### config.mk
export PLATFORM = sky130hd
export DESIGN_NAME = pkt_fifo_status
export DESIGN_NICKNAME = d
export VERILOG_FILES = /design/src/rtl/pfs_pkg.sv /design/src/rtl/pfs_store.sv /design/src/rtl/pfs_flags.sv /design/src/rtl/pkt_fifo_status.sv
export SDC_FILE = /design/constraint.sdc
export NUM_CORES = 1
export LEC_CHECK = 0
export ABC_AREA = 1
export CAP_MARGIN = 10
export CORE_UTILIZATION = 54
export CTS_CLUSTER_SIZE = 25
export DETAILED_ROUTE_END_ITERATION = 6
export PLACE_DENSITY = 0.74
export SLEW_MARGIN = 0
export SYNTH_ARGS = -nofsm -noshare
export SYNTH_HDL_FRONTEND = slang
export SYNTH_HIERARCHICAL = 1
export SYNTH_SLANG_ARGS = --single-unit
### constraint.sdc
create_clock -name clk -period 3.4 [get_ports clk]
set_clock_uncertainty 0.15 [all_clocks]
set_input_delay 0.68 -clock clk [delete_from_list [all_inputs] [get_ports clk]]
set_output_delay 0.68 -clock clk [all_outputs]
set_load 0.01 [all_outputs]
### src/rtl/pfs_pkg.sv
package pfs_pkg;

    // Bit positions inside the host-visible flag word
    localparam int unsigned FB_FULL   = 7;
    localparam int unsigned FB_NEMPTY = 6;
    localparam int unsigned FB_LEVEL  = 5;
    localparam int unsigned FB_OVR    = 4;
    localparam int unsigned FB_PREADY = 2;
    localparam int unsigned FB_CRCOK  = 1;
    localparam int unsigned FB_LOWBAT = 0;

    typedef struct packed {
        logic ovr;
        logic pready;
        logic crcok;
        logic lowbat;
    } sticky_t;

endpackage

### src/rtl/pfs_store.sv
module pfs_store #(
    parameter int unsigned DEPTH = 66,
    parameter int unsigned WIDTH = 8,
    localparam int unsigned PTR_W = $clog2(DEPTH),
    localparam int unsigned CNT_W = $clog2(DEPTH + 1)
) (
    input  logic             clk,
    input  logic             rst_n,
    input  logic             push_i,
    input  logic [WIDTH-1:0] data_i,
    input  logic             pop_i,
    input  logic             flush_i,
    output logic [WIDTH-1:0] head_o,
    output logic [CNT_W-1:0] cnt_o,
    output logic [CNT_W-1:0] cnt_next_o,
    output logic             drop_o
);

    typedef struct packed {
        logic [PTR_W-1:0] wptr;
        logic [PTR_W-1:0] rptr;
        logic [CNT_W-1:0] cnt;
    } ptr_st_t;

    ptr_st_t st_d, st_q;
    logic [WIDTH-1:0] mem_q [DEPTH];

    logic empty, full, pop_ok, push_ok;

    function automatic logic [PTR_W-1:0] wrap_inc(input logic [PTR_W-1:0] p);
        return (p == PTR_W'(DEPTH - 1)) ? '0 : p + PTR_W'(1);
    endfunction

    always_comb begin
        empty   = (st_q.cnt == '0);
        full    = (st_q.cnt == CNT_W'(DEPTH));
        pop_ok  = pop_i && !empty && !flush_i;
        push_ok = push_i && !flush_i && (!full || pop_ok);
        drop_o  = push_i && !flush_i && full && !pop_ok;

        st_d = st_q;
        if (flush_i) begin
            st_d = '0;
        end else begin
            if (push_ok) st_d.wptr = wrap_inc(st_q.wptr);
            if (pop_ok)  st_d.rptr = wrap_inc(st_q.rptr);
            st_d.cnt = st_q.cnt + CNT_W'(push_ok) - CNT_W'(pop_ok);
        end
    end

    always_ff @(posedge clk or negedge rst_n) begin
        if (!rst_n) st_q <= '0;
        else        st_q <= st_d;
    end

    always_ff @(posedge clk) begin
        if (push_ok) mem_q[st_q.wptr] <= data_i;
    end

    assign head_o     = empty ? '0 : mem_q[st_q.rptr];
    assign cnt_o      = st_q.cnt;
    assign cnt_next_o = st_d.cnt;


    cnt_bound_chk: assert property (@(posedge clk) disable iff (!rst_n)
        st_q.cnt <= CNT_W'(DEPTH));


    full_swap_chk: assert property (@(posedge clk) disable iff (!rst_n)
        (full && push_i && pop_i && !flush_i) |=> (st_q.cnt == CNT_W'(DEPTH)));


    full_drop_chk: assert property (@(posedge clk) disable iff (!rst_n)
        (full && push_i && !pop_i && !flush_i) |=> (st_q.cnt == CNT_W'(DEPTH) && $stable(st_q.rptr)));


    empty_pop_chk: assert property (@(posedge clk) disable iff (!rst_n)
        (empty && pop_i && !push_i && !flush_i) |=> (st_q.cnt == '0 && $stable(st_q.rptr)));


    flush_empty_chk: assert property (@(posedge clk) disable iff (!rst_n)
        flush_i |=> (st_q.cnt == '0));

endmodule

### src/rtl/pfs_flags.sv
module pfs_flags
    import pfs_pkg::*;
#(
    parameter int unsigned DEPTH = 66,
    localparam int unsigned CNT_W = $clog2(DEPTH + 1)
) (
    input  logic             clk,
    input  logic             rst_n,
    input  logic [CNT_W-1:0] cnt_i,
    input  logic [CNT_W-1:0] cnt_next_i,
    input  logic [CNT_W-1:0] thresh_i,
    input  logic             sleep_i,
    input  logic             rx_mode_i,
    input  logic             drop_i,
    input  logic             payload_done_i,
    input  logic             crc_en_i,
    input  logic             crc_keep_i,
    input  logic             crc_good_i,
    input  logic             lowbat_i,
    input  logic             flag_wr_i,
    input  logic [7:0]       flag_wdata_i,
    output logic             flush_o,
    output logic [7:0]       flags_o
);

    sticky_t st_d, st_q;
    logic pready_set, crcok_set, lowbat_clr, keeps_data;
    logic unused_wbits;

    assign unused_wbits = ^{flag_wdata_i[7:5], flag_wdata_i[3:1]};

    always_comb begin
        flush_o    = flag_wr_i && flag_wdata_i[FB_OVR];
        lowbat_clr = flag_wr_i && flag_wdata_i[FB_LOWBAT];
        keeps_data = (cnt_next_i != '0);
        pready_set = payload_done_i && rx_mode_i && (!crc_en_i || crc_keep_i || crc_good_i);
        crcok_set  = payload_done_i && rx_mode_i && crc_good_i;

        st_d        = st_q;
        st_d.lowbat = lowbat_i || (st_q.lowbat && !lowbat_clr);
        if (flush_o) begin
            st_d.ovr    = 1'b0;
            st_d.pready = 1'b0;
            st_d.crcok  = 1'b0;
        end else begin
            st_d.ovr    = st_q.ovr || (drop_i && !sleep_i);
            st_d.pready = (st_q.pready || pready_set) && keeps_data;
            st_d.crcok  = (st_q.crcok || crcok_set) && keeps_data;
        end
    end

    always_ff @(posedge clk or negedge rst_n) begin
        if (!rst_n) st_q <= '0;
        else        st_q <= st_d;
    end

    always_comb begin
        flags_o            = '0;
        flags_o[FB_FULL]   = (cnt_i == CNT_W'(DEPTH));
        flags_o[FB_NEMPTY] = (cnt_i != '0);
        flags_o[FB_LEVEL]  = (cnt_i > thresh_i);
        flags_o[FB_OVR]    = st_q.ovr;
        flags_o[FB_PREADY] = st_q.pready;
        flags_o[FB_CRCOK]  = st_q.crcok;
        flags_o[FB_LOWBAT] = st_q.lowbat;
    end


    drained_clear_chk: assert property (@(posedge clk) disable iff (!rst_n)
        (cnt_i == '0) |-> (!st_q.pready && !st_q.crcok));


    ovr_sticky_chk: assert property (@(posedge clk) disable iff (!rst_n)
        (st_q.ovr && !flush_o) |=> st_q.ovr);


    sleep_no_ovr_chk: assert property (@(posedge clk) disable iff (!rst_n)
        (!st_q.ovr && drop_i && sleep_i) |=> !st_q.ovr);


    lowbat_hold_chk: assert property (@(posedge clk) disable iff (!rst_n)
        (st_q.lowbat && !lowbat_clr) |=> st_q.lowbat);


    flush_clear_chk: assert property (@(posedge clk) disable iff (!rst_n)
        flush_o |=> (!st_q.ovr && !st_q.pready && !st_q.crcok));

endmodule

### src/rtl/pkt_fifo_status.sv
module pkt_fifo_status #(
    parameter int unsigned DEPTH = 66,
    localparam int unsigned CNT_W = $clog2(DEPTH + 1)
) (
    input  logic             clk,
    input  logic             rst_n,
    input  logic             sleep_i,
    input  logic             rx_mode_i,
    input  logic             eng_wr_i,
    input  logic [7:0]       eng_data_i,
    input  logic             host_rd_i,
    output logic [7:0]       rd_data_o,
    input  logic [CNT_W-1:0] level_thresh_i,
    input  logic             payload_done_i,
    input  logic             crc_en_i,
    input  logic             crc_keep_i,
    input  logic             crc_good_i,
    input  logic             lowbat_i,
    input  logic             flag_wr_i,
    input  logic [7:0]       flag_wdata_i,
    output logic [7:0]       flags_o
);

    logic [CNT_W-1:0] cnt, cnt_next;
    logic             drop, flush;

    pfs_store #(.DEPTH(DEPTH), .WIDTH(8)) i_store (
        .clk        (clk),
        .rst_n      (rst_n),
        .push_i     (eng_wr_i),
        .data_i     (eng_data_i),
        .pop_i      (host_rd_i),
        .flush_i    (flush),
        .head_o     (rd_data_o),
        .cnt_o      (cnt),
        .cnt_next_o (cnt_next),
        .drop_o     (drop)
    );

    pfs_flags #(.DEPTH(DEPTH)) i_flags (
        .clk            (clk),
        .rst_n          (rst_n),
        .cnt_i          (cnt),
        .cnt_next_i     (cnt_next),
        .thresh_i       (level_thresh_i),
        .sleep_i        (sleep_i),
        .rx_mode_i      (rx_mode_i),
        .drop_i         (drop),
        .payload_done_i (payload_done_i),
        .crc_en_i       (crc_en_i),
        .crc_keep_i     (crc_keep_i),
        .crc_good_i     (crc_good_i),
        .lowbat_i       (lowbat_i),
        .flag_wr_i      (flag_wr_i),
        .flag_wdata_i   (flag_wdata_i),
        .flush_o        (flush),
        .flags_o        (flags_o)
    );


    reset_quiet_chk: assert property (@(posedge clk) disable iff (!rst_n)
        (flags_o[6] == 1'b0) |-> (rd_data_o == 8'h00));

endmodule

==> results.yml <==
power:
  netSwitchingPower_mw: 6.88
  pwr-share-clk_pct: 27.8
  power.density_nw_per_um2: 687
  p_int_mw: 13.5
  p_sw_share_pct: 33.8
  power_mw: 20.3
  power_leakage_nw: 11.9
  pwr-share-seq_pct: 38.1
  peakVddDrop_mv: 0.541
  combPwrFrac_pct: 34.1
die:
  die_w_um: 214
  core_area_um2: 44200
  rows: 77
  die-area_um2: 45600
  die_h_um: 214
  initial_core_util_pct: 54.7
  io_pins: 51
sta:
  slew_headroom_pct: 40.1
  timing.fmax_mhz: 269
  slew_viol_final: 0
  grt_setup_unrepaired: "true"
  fin_hold_ws_ns: 0.338
  tns_ns: -1.80
  timing.final.ws_setup_ns: -0.324
  hold_violations: 0
  setup_viol: 8
  min_period_ns: 3.72
  tightest_slew_ns: 0.899
  fin_crit_sh_pct: 110
cts:
  clock_latency_ns: 0.62
  root_buffer: "clkbuf_16"
  cts_buffer_depth: 3
  cts-buffers-inserted: 54
  clk_pin_slew_ns: 0.06
  htreeDepth: 2
  cts_tree: "built"
  clock_sinks: 553
global_route:
  grt_pass1_wl_um: 96900
  grt_max_degree: 86
  antenna_found_initial: 0
  grt_usage_pct: 28.4
  grt_overflow: 0
  grt_pass1_vias: 17188
routing:
  drt_iter0_drc: 1966
  wl_um: 64500
  via_per_inst: 5.64
  firstDrtPassIters: 6
  dr_total_vias: 17699
  wire_per_inst_um: 20.6
  drt.antenna.violating_nets: 0
  drcViolationCount: 0
flow_run:
  cap_violations: 0
synth:
  avgSynthCellArea_um2: 10.4
  syn_nets: 2387
  synth_area_leader_cell: "edfxtp_1"
  synth_warnings: 6
  synth.distinct_cells: 37
  syn-cell-area_um2: 24200
  synth_cells: 2332
  synthArstFlopShare_pct: 4.52
  synthFlopType: "edfxtp_1"
  seq_area_frac_synth_pct: 68.2
  synth_top_area_share_pct: 65.6
  synth_edf_count: 528
  synth.area.top_cells: "edfxtp_1 66%, nand2_1 9.9%, nor2_1 4.9%"
  ys_ff_latch: 553
cells_and_area:
  layout.nets: 2556
  final_core_util_pct: 67.0
  fillerInstances: 3038
  register_area_um2: 16500
  final_common_cell: "nand2_1"
  area_growth_pct: 22.6
  antenna_cells: 0
  multi_input_area_um2: 7100
  layout-drive-gt1-share_pct: 20.0
  fin_area_um2: 29600
  layout.cells.most_common_list: "583 x nand2_1, 528 x edfxtp_1, 287 x nor2_1"
  final_cells: 3136
place:
  place_ws_ns: -0.438
  post_dp_cell_area_um2: 26100
  gp_congestion: 0.916
  dpl.cell_count: 2988
  dp_hpwl_um: 36300
  io_buffers: 43
status:
  violations: "negative setup slack"
  run_status: "complete, but fails checks"
worst_setup_path:
  crit_type: "reg -> out"
  critPathCaptureType: "output pin"
  required_ns: 2.57
  crit_fanout: 13
  cp.arrival_ns: 2.89
  start_kind: "flop"
hold_path:
  min_path_type: "reg -> reg"
## registers in the layout, summed over array words and instances, names as in the netlist
register and count:
i_flags/flags_o 4, i_store/cnt_o 7, i_store/mem_q 528, i_store/st_q 14
## synthesized netlist by cell type, types with 4 or more instances
master    count
nand2_1     640
edfxtp_1    528
nor2_1      318
inv_1       221
nand3_1     218
o21ai_0     105
a21oi_1      58
buf_2        53
clkbuf_1     30
dfrtp_1      25
buf_1        20
buf_4        20
ha_1         19
nand2_2      11
nor3_1       10
or2_2         9
o22ai_1       7
xor2_1        7
nor2_2        4
o21ai_1       4
## what timing repair did
action,4_1_cts,5_1_grt
cloned,19,3
hold buffers,0,0
endpoints found under the setup margin,10,10
buffers inserted,19,9
pin swaps,70,80
resized for setup,214,139
## kinds of logic (layout without fill, tap and decap cells)
family / Yosys count / after routing / synth area share, %
AO/OA/AOI/OAI: 180 / 180 / 3.83
XOR/XNOR: 9 / 9 / 0.326
adder cells (fa/ha/maj): 20 / 20 / 1.07
buffers and inverters: 351 / 563 / 6.07
flip-flops: 553 / 553 / 68.2
other: 1 / 1 / 0.0155
AND/OR/NAND/NOR: 1218 / 1218 / 20.5
## power groups by stage
stage | sequential, mW | clock [mW] | combinational, mW
after floorplan | 7.86 | 0 | 3.47
after global placement | 7.88 | 0 | 5.18
after detailed placement | 7.89 | 0 | 5.32
after CTS | 7.73 | 5.72 | 6.29
after global routing | 7.76 | 5.97 | 7.44
final | 7.75 | 5.66 | 6.93
## worst paths after layout
| path | startpoint | end | slack (ns) | cells after the start |
|---|---|---|---|---|
| worst max-delay path | i_store/st_q[7]$_DFFE_PN0P_ | rd_data_o[0] | -0.32 | 13 |
| worst min-delay path | i_flags/flags_o[0]$_DFF_PN0_ | i_flags/flags_o[0]$_DFF_PN0_ | 0.34 | 1 |
| worst max register to register | i_store/cnt_o[3]$_DFF_PN0_ | i_flags/flags_o[2]$_DFF_PN0_ | 0.19 | 24 |
| worst min register to register | i_flags/flags_o[0]$_DFF_PN0_ | i_flags/flags_o[0]$_DFF_PN0_ | 0.34 | 1 |
| max in group asynchronous | rst_n | i_store/cnt_o[4]$_DFF_PN0_ | 2.01 | 2 |
| min in group asynchronous | rst_n | i_store/st_q[8]$_DFFE_PN0P_ | 0.40 | 1 |
## critical path, cell delays in order (launching register included)
cell and delay [ns]:
dfrtp_4 0.49, buf_12 0.21, clkinv_16 0.11, buf_12 0.16
buf_4 0.15, o21ai_0 0.32, a21oi_2 0.14, nor2_4 0.16
nand2_2 0.08, nand3_4 0.08, nand3_4 0.11, nand2_2 0.09
inv_1 0.04, buf_2 0.13
## layer usage
layer  GRT usage [%]  up-vias  wire [um]
met5               0        -          0
met4            12.7        0       2730
met3            5.24      188       6010
met2            46.2      975      30900
met1            37.5     8481      24900
li1                -     8055          -
## cell type report
type                            instances  area share [%]
Clock buffer                           69            4.89
Clock inverter                         30           0.701
Inverter                              227            2.97
Multi-Input combinational cell       1428            24.0
Sequential cell                       553            55.7
Tap cell                              592            2.50
Timing Repair Buffer                  236            9.20
Timing Repair inverter                  1           0.101
Power figures use the tool's default switching activity.
